### config.mk
export PLATFORM = sky130hd
export DESIGN_NAME = cam_frame_seq
export DESIGN_NICKNAME = d
export VERILOG_FILES = /design/src/rtl/cfs_pkg.sv /design/src/rtl/cfs_edge.sv /design/src/rtl/cfs_fmt.sv /design/src/rtl/cam_frame_seq.sv
export SDC_FILE = /design/constraint.sdc
export NUM_CORES = 1
export LEC_CHECK = 0
export BUFFER_PORTS_ARGS = -buffer_cell sky130_fd_sc_hd__buf_2
export CAP_MARGIN = 20
export CORE_MARGIN = 3
export CORE_UTILIZATION = 52
export CTS_CLUSTER_SIZE = 20
export DETAILED_ROUTE_END_ITERATION = 7
export PLACE_DENSITY = 0.78
export SLEW_MARGIN = 20
export SYNTH_ARGS = -nofsm -noshare
export SYNTH_HDL_FRONTEND = slang
export SYNTH_SLANG_ARGS = --single-unit
### constraint.sdc
create_clock -name clk -period 5.7 [get_ports clk]
set_clock_uncertainty 0.2 [all_clocks]
set_input_delay 1.71 -clock clk [delete_from_list [all_inputs] [get_ports clk]]
set_output_delay 1.71 -clock clk [all_outputs]
set_load 0.01 [all_outputs]
### src/rtl/cfs_pkg.sv
package cfs_pkg;
    typedef enum logic [2:0] {
        ST_IDLE,
        ST_EXPOSE,
        ST_LEAD,
        ST_LINE,
        ST_HBLANK
    } seq_state_t;
endpackage

### src/rtl/cfs_edge.sv
module cfs_edge (
    input  logic clk,
    input  logic rst_n,
    input  logic lvl_i,
    output logic rise_o
);
    logic prev_d, prev_q;

    always_comb begin
        prev_d = lvl_i;
        rise_o = lvl_i & ~prev_q;
    end

    always_ff @(posedge clk) begin
        if (!rst_n) prev_q <= 1'b0;
        else        prev_q <= prev_d;
    end
endmodule

### src/rtl/cfs_fmt.sv
module cfs_fmt #(
    parameter int PIX_W = 10,
    parameter int BUS_W = 16
) (
    input  logic [PIX_W-1:0] pix_i,
    input  logic             mode8_i,
    output logic [BUS_W-1:0] bus_o
);
    for (genvar i = 0; i < BUS_W; i++) begin : g_bit
        if (i >= PIX_W) begin : g_unused
            assign bus_o[i] = 1'b0;
        end else if (i >= 8) begin : g_upper
            assign bus_o[i] = pix_i[i] & ~mode8_i;
        end else begin : g_lower
            assign bus_o[i] = pix_i[i];
        end
    end
endmodule

### src/rtl/cam_frame_seq.sv
module cam_frame_seq
    import cfs_pkg::*;
#(
    parameter int FRAME_W = 640,
    parameter int FRAME_H = 480,
    parameter int PIX_W   = 10,
    parameter int BUS_W   = 16,
    parameter int CNT_W   = 16
) (
    input  logic             clk,
    input  logic             rst_n,
    input  logic             trig_i,
    input  logic             exp_gate_i,
    input  logic             ext_exp_sel_i,
    input  logic             mode8_i,
    input  logic [CNT_W-1:0] exp_clocks_i,
    input  logic [CNT_W-1:0] fv_lead_i,
    input  logic [CNT_W-1:0] hblank_i,
    input  logic [PIX_W-1:0] sensor_pix_i,
    output logic             shutter_o,
    output logic             frame_valid_o,
    output logic             line_valid_o,
    output logic             pix_clk_o,
    output logic [BUS_W-1:0] pix_data_o
);
    localparam int COL_W = (FRAME_W > 1) ? $clog2(FRAME_W) : 1;
    localparam int ROW_W = (FRAME_H > 1) ? $clog2(FRAME_H) : 1;
    localparam logic [COL_W-1:0] COL_LAST = COL_W'(FRAME_W - 1);
    localparam logic [ROW_W-1:0] ROW_LAST = ROW_W'(FRAME_H - 1);

    typedef struct packed {
        seq_state_t       st;
        logic [CNT_W-1:0] cnt;
        logic [COL_W-1:0] col;
        logic [ROW_W-1:0] row;
        logic [BUS_W-1:0] dat;
    } seq_t;

    seq_t s_d, s_q;
    logic trig_rise;
    logic [BUS_W-1:0] fmt_bus;
    logic [CNT_W-1:0] exp_last;
    logic exp_done;

    cfs_edge u_edge (
        .clk    (clk),
        .rst_n  (rst_n),
        .lvl_i  (trig_i),
        .rise_o (trig_rise)
    );

    cfs_fmt #(.PIX_W(PIX_W), .BUS_W(BUS_W)) u_fmt (
        .pix_i   (sensor_pix_i),
        .mode8_i (mode8_i),
        .bus_o   (fmt_bus)
    );

    always_comb begin
        s_d      = s_q;
        exp_last = (exp_clocks_i == '0) ? '0 : exp_clocks_i - 1'b1;
        exp_done = ext_exp_sel_i ? ~exp_gate_i : (s_q.cnt >= exp_last);
        case (s_q.st)
            ST_IDLE: begin
                if (trig_rise) begin
                    s_d.st  = ST_EXPOSE;
                    s_d.cnt = '0;
                end
            end
            ST_EXPOSE: begin
                if (exp_done) begin
                    s_d.cnt = '0;
                    s_d.col = '0;
                    s_d.row = '0;
                    s_d.st  = (fv_lead_i == '0) ? ST_LINE : ST_LEAD;
                end else begin
                    s_d.cnt = s_q.cnt + 1'b1;
                end
            end
            ST_LEAD: begin
                if (s_q.cnt == fv_lead_i - 1'b1) begin
                    s_d.cnt = '0;
                    s_d.st  = ST_LINE;
                end else begin
                    s_d.cnt = s_q.cnt + 1'b1;
                end
            end
            ST_LINE: begin
                if (s_q.col == COL_LAST) begin
                    s_d.col = '0;
                    s_d.cnt = '0;
                    if (s_q.row == ROW_LAST) begin
                        s_d.st = ST_IDLE;
                    end else begin
                        s_d.row = s_q.row + 1'b1;
                        s_d.st  = (hblank_i == '0) ? ST_LINE : ST_HBLANK;
                    end
                end else begin
                    s_d.col = s_q.col + 1'b1;
                end
            end
            ST_HBLANK: begin
                if (s_q.cnt == hblank_i - 1'b1) begin
                    s_d.cnt = '0;
                    s_d.st  = ST_LINE;
                end else begin
                    s_d.cnt = s_q.cnt + 1'b1;
                end
            end
            default: s_d.st = ST_IDLE;
        endcase
        s_d.dat = (s_d.st == ST_LINE) ? fmt_bus : '0;
    end

    always_ff @(posedge clk) begin
        if (!rst_n) begin
            s_q.st  <= ST_IDLE;
            s_q.cnt <= '0;
            s_q.col <= '0;
            s_q.row <= '0;
            s_q.dat <= '0;
        end else begin
            s_q <= s_d;
        end
    end

    assign shutter_o     = (s_q.st == ST_EXPOSE);
    assign line_valid_o  = (s_q.st == ST_LINE);
    assign frame_valid_o = (s_q.st == ST_LEAD) || (s_q.st == ST_LINE) || (s_q.st == ST_HBLANK);
    assign pix_clk_o     = ~clk;
    assign pix_data_o    = s_q.dat;

    // line qualifier only inside a frame
    a_r6_lv_in_fv: assert property (@(posedge clk) disable iff (!rst_n)
        line_valid_o |-> frame_valid_o);
    // readout begins on the edge integration ends
    a_r5_fv_after_shutter: assert property (@(posedge clk) disable iff (!rst_n)
        $fell(shutter_o) |-> frame_valid_o);
    a_r5_no_overlap: assert property (@(posedge clk) disable iff (!rst_n)
        !(shutter_o && frame_valid_o));
    // a running frame never restarts integration
    a_r7_busy_ignored: assert property (@(posedge clk) disable iff (!rst_n)
        frame_valid_o |=> !shutter_o);
    // blanked data
    a_r10_data_zero: assert property (@(posedge clk) disable iff (!rst_n)
        !line_valid_o |-> (pix_data_o == '0));
    // 8-bit mode clears the top two pixel bits
    a_r9_mode8_mask: assert property (@(posedge clk) disable iff (!rst_n)
        ($past(mode8_i) && line_valid_o) |-> (pix_data_o[9:8] == 2'b00));
endmodule

==> out/metrics.cfg <==
[outcome]
status=complete, no violations

[clock_network]
clk_pin_slew_ns=0.10
cts_tree=built
numCtsBuffers=5
clockRootBuffer=clkbuf_8
clockBufferDepth=2
htreeDepth=2
clk_latency_ns=0.31
post-cts-setup-buffers=0

[critical_path]
end_kind=flip-flop
path_buf_inv=1
arrival_ns=5.36
r2r-start=s_q[35]
worstRegToRegCells=10
r2r_end=pix_data_o[3]
reg2reg_slack_ns=2.49
crit_required_ns=5.74
path_cells=buf_2, or4_1, nor4_2, nand2b_1, nor2_1, nand4_1, and2_1, ha_1, nand2b_1, a21o_1, a211o_1, a221o_1, a21oi_1, and3b_1, a22o_1, a21oi_1
worstSetupPathType=in -> reg
critPathMaxFanout=10
cp_top_family=simple AND/OR/NAND/NOR gates
cp_slowest_stage_delay_ns=0.56
start_kind=primary input
slowest_stage=or4_1

[sta]
slew_violations=0
fin_crit_sh=0.9342
max_slew_margin=0.4153
whs_ns=0.3029
worstMarginPinSlew_ns=0.8771
timing.fmax_ghz=0.1878
hold_viol_final=0
rsz0062_at_grt=no
setup_tns_ns=0
setup_viol=0
min_period_ns=5.325

[worst_hold_path]
min_path_cells=2
min-delay-start=s_q[34]
hold_path_class=reg -> reg
whs_endpoint=s_q[34]

[floorplanning]
die_h_um=99.25
core_um2=8341
fp.dieW_um=99.25
io_pins=84
fp.dieArea_um2=9851
num_rows=33
initial_core_util=0.5422

[global_routing]
antenna_found_initial=0
grt.overflow.total=0
grt_pass1_vias=4250
grt.total_usage=0.2326
grt_max_degree=25
grt_pass1_wl_um=19200

[cells_and_area]
fin_util=0.5956
multiInputGateArea_um2=3263
final_nets=747
drive_gt1_frac=0.1730
ff_latch_area_um2=980.9
design_area_um2=4967
area_growth_pct=9.850
insertedDiodeCount=0
fillCellCount=791

[place]
place_congestion=0.8881
place_area_um2=4863
io_buffer_count=77
dp_hpwl_um=8971

[power]
total_power_uw=755.6
peakVddDrop_v=0.0001111
power.switching_uw=244.5
switching_share=0.3235
power.density_nw_per_um2=152.1
p_comb_frac=0.220
internal_power_uw=511.1
p_leak_nw=2.107
clkPwrFrac=0.314
seqPwrFrac=0.466

[synth]
syn_inst=608
synthTopCellsByCount=nand2_1 (90), nor2_1 (53), dfxtp_1 (49)
ys_ff_latch=49
ys_warn_count=0
synth_top_area_share=0.2169
ys_async_sr_fraction=0
netlist_area_um2=4522
avgSynthCellArea_um2=7.437
synth_cell_types=64
synth_edf_count=0
ys.flop_type=dfxtp_1
synth-seq-area-share=0.2169
synthTopCellsByArea=dfxtp_1 (22%), nand2_1 (7.5%), ha_1 (6.9%), xnor2_1 (6.6%), xor2_1 (5.6%)
synth_top_area_cell=dfxtp_1
synth.most_common_cell=nand2_1

[detailed_routing]
wl_per_cell_um=15.11
viasPerCell=5.938
vias=4537
routed_wl_um=11540
dr.pass1.iters=7
drt_iter0_drc=276
drc=0
detail-route-antenna-nets=0

[job]
maxCapViolations=0

-- placed cells by master, fill, tap and decap left out, types with 3 or more instances in the layout --
| cell | count |
|---|---|
| nand3_1 | 21 |
| nand4_1 | 15 |
| nand3b_1 | 5 |
| dfxtp_1 | 49 |
| nand4b_1 | 6 |
| clkbuf_8 | 5 |
| inv_1 | 14 |
| and2_1 | 13 |
| or4_1 | 6 |
| o221ai_2 | 10 |
| nor4b_1 | 4 |
| buf_2 | 77 |
| nor3b_1 | 6 |
| or2_2 | 3 |
| conb_1 | 6 |
| xnor2_1 | 34 |
| nor3_1 | 20 |
| a31oi_1 | 6 |
| o21ai_1 | 3 |
| nor2b_1 | 11 |
| mux2i_1 | 5 |
| and3_1 | 12 |
| a211o_1 | 3 |
| a21oi_1 | 33 |
| o21ai_0 | 19 |
| o211ai_1 | 6 |
| buf_4 | 7 |
| nand2_1 | 90 |
| nand2b_1 | 7 |
| ha_1 | 25 |
| nor4_1 | 9 |
| xor2_1 | 29 |
| nor2_1 | 53 |
| o21a_1 | 5 |
-- power by group through the flow --
stage	Sequential (mW)	Clock, mW	Combinational [mW]
after floorplan	0.358	0.00690	0.107
after global placement	0.360	0.0128	0.157
after detailed placement	0.360	0.0128	0.164
after CTS	0.352	0.244	0.165
after global routing	0.353	0.257	0.185
final	0.352	0.237	0.166
-- what timing repair did --
action | 4_1_cts | 5_1_grt
hold buffers | 0 | 0
resized for setup | 0 | 1
endpoints found under the setup margin | 0 | 1
-- kinds of logic (layout without fill, tap and decap cells) --
group | after synthesis | after routing | share of synthesized area
other | 1 | 6 | 0.0008293
buffers and inverters | 61 | 107 | 0.06696
AOI/OAI and AO/OA | 108 | 108 | 0.1713
xor gates and xnor gates | 63 | 63 | 0.1220
muxes | 5 | 5 | 0.01107
DFF | 49 | 49 | 0.2169
and+or+nand+nor | 296 | 296 | 0.3417
adders and majority gates | 25 | 25 | 0.06918
-- how the worst max path moves through the flow --
stage                     from             to  cells past startpoint
6_report       exp_clocks_i[9]  pix_data_o[3]                     16
5_1_grt        exp_clocks_i[9]  pix_data_o[6]                     17
4_1_cts        exp_clocks_i[9]  pix_data_o[3]                     16
3_5_place_dp   exp_clocks_i[9]  pix_data_o[3]                     16
3_3_place_gp   exp_clocks_i[9]  pix_data_o[0]                     16
2_1_floorplan  exp_clocks_i[9]  pix_data_o[0]                     16
-- per-stage QoR --
| stage | cells | setup slack (ns) |
|---|---|---|
| after floorplan | 613 | 0.1938 |
| after global placement | 756 | 0.1371 |
| after detailed placement | 756 | 0.02049 |
| after CTS | 764 | 0.3229 |
| after global routing | 764 | 0.09011 |
| final | 764 | 0.3748 |
-- worst min-delay path: stages, from the launching register on --
cell	delay [ns]
dfxtp_1	0.33
o21ai_0	0.07
a21oi_1	0.06
-- area by class of cell --
type                            instances  area share
Inverter                               14     0.01058
Clock inverter                          4    0.006549
Sequential cell                        49      0.1975
Clock buffer                            6     0.01486
Tap cell                              105     0.02645
Multi-Input combinational cell        503      0.6569
Timing Repair Buffer                   83     0.08715
-- registers in the layout, indices dropped and copies added, names as in the netlist --
name	cells
u_edge.prev_q	1
s_q	38
pix_data_o	10
-- layer usage --
metal  part of all wire  vias up  wire [um]  global-route usage
met1               0.42     2124       4844              0.2867
met5                  0        -          0                   0
met3              0.059       18        685             0.03576
met2               0.50      154       5799              0.4148
met4              0.018        0        213             0.07248
li1                   -     2241          -                   -
No activity file was read; power rests on OpenSTA's default activity.
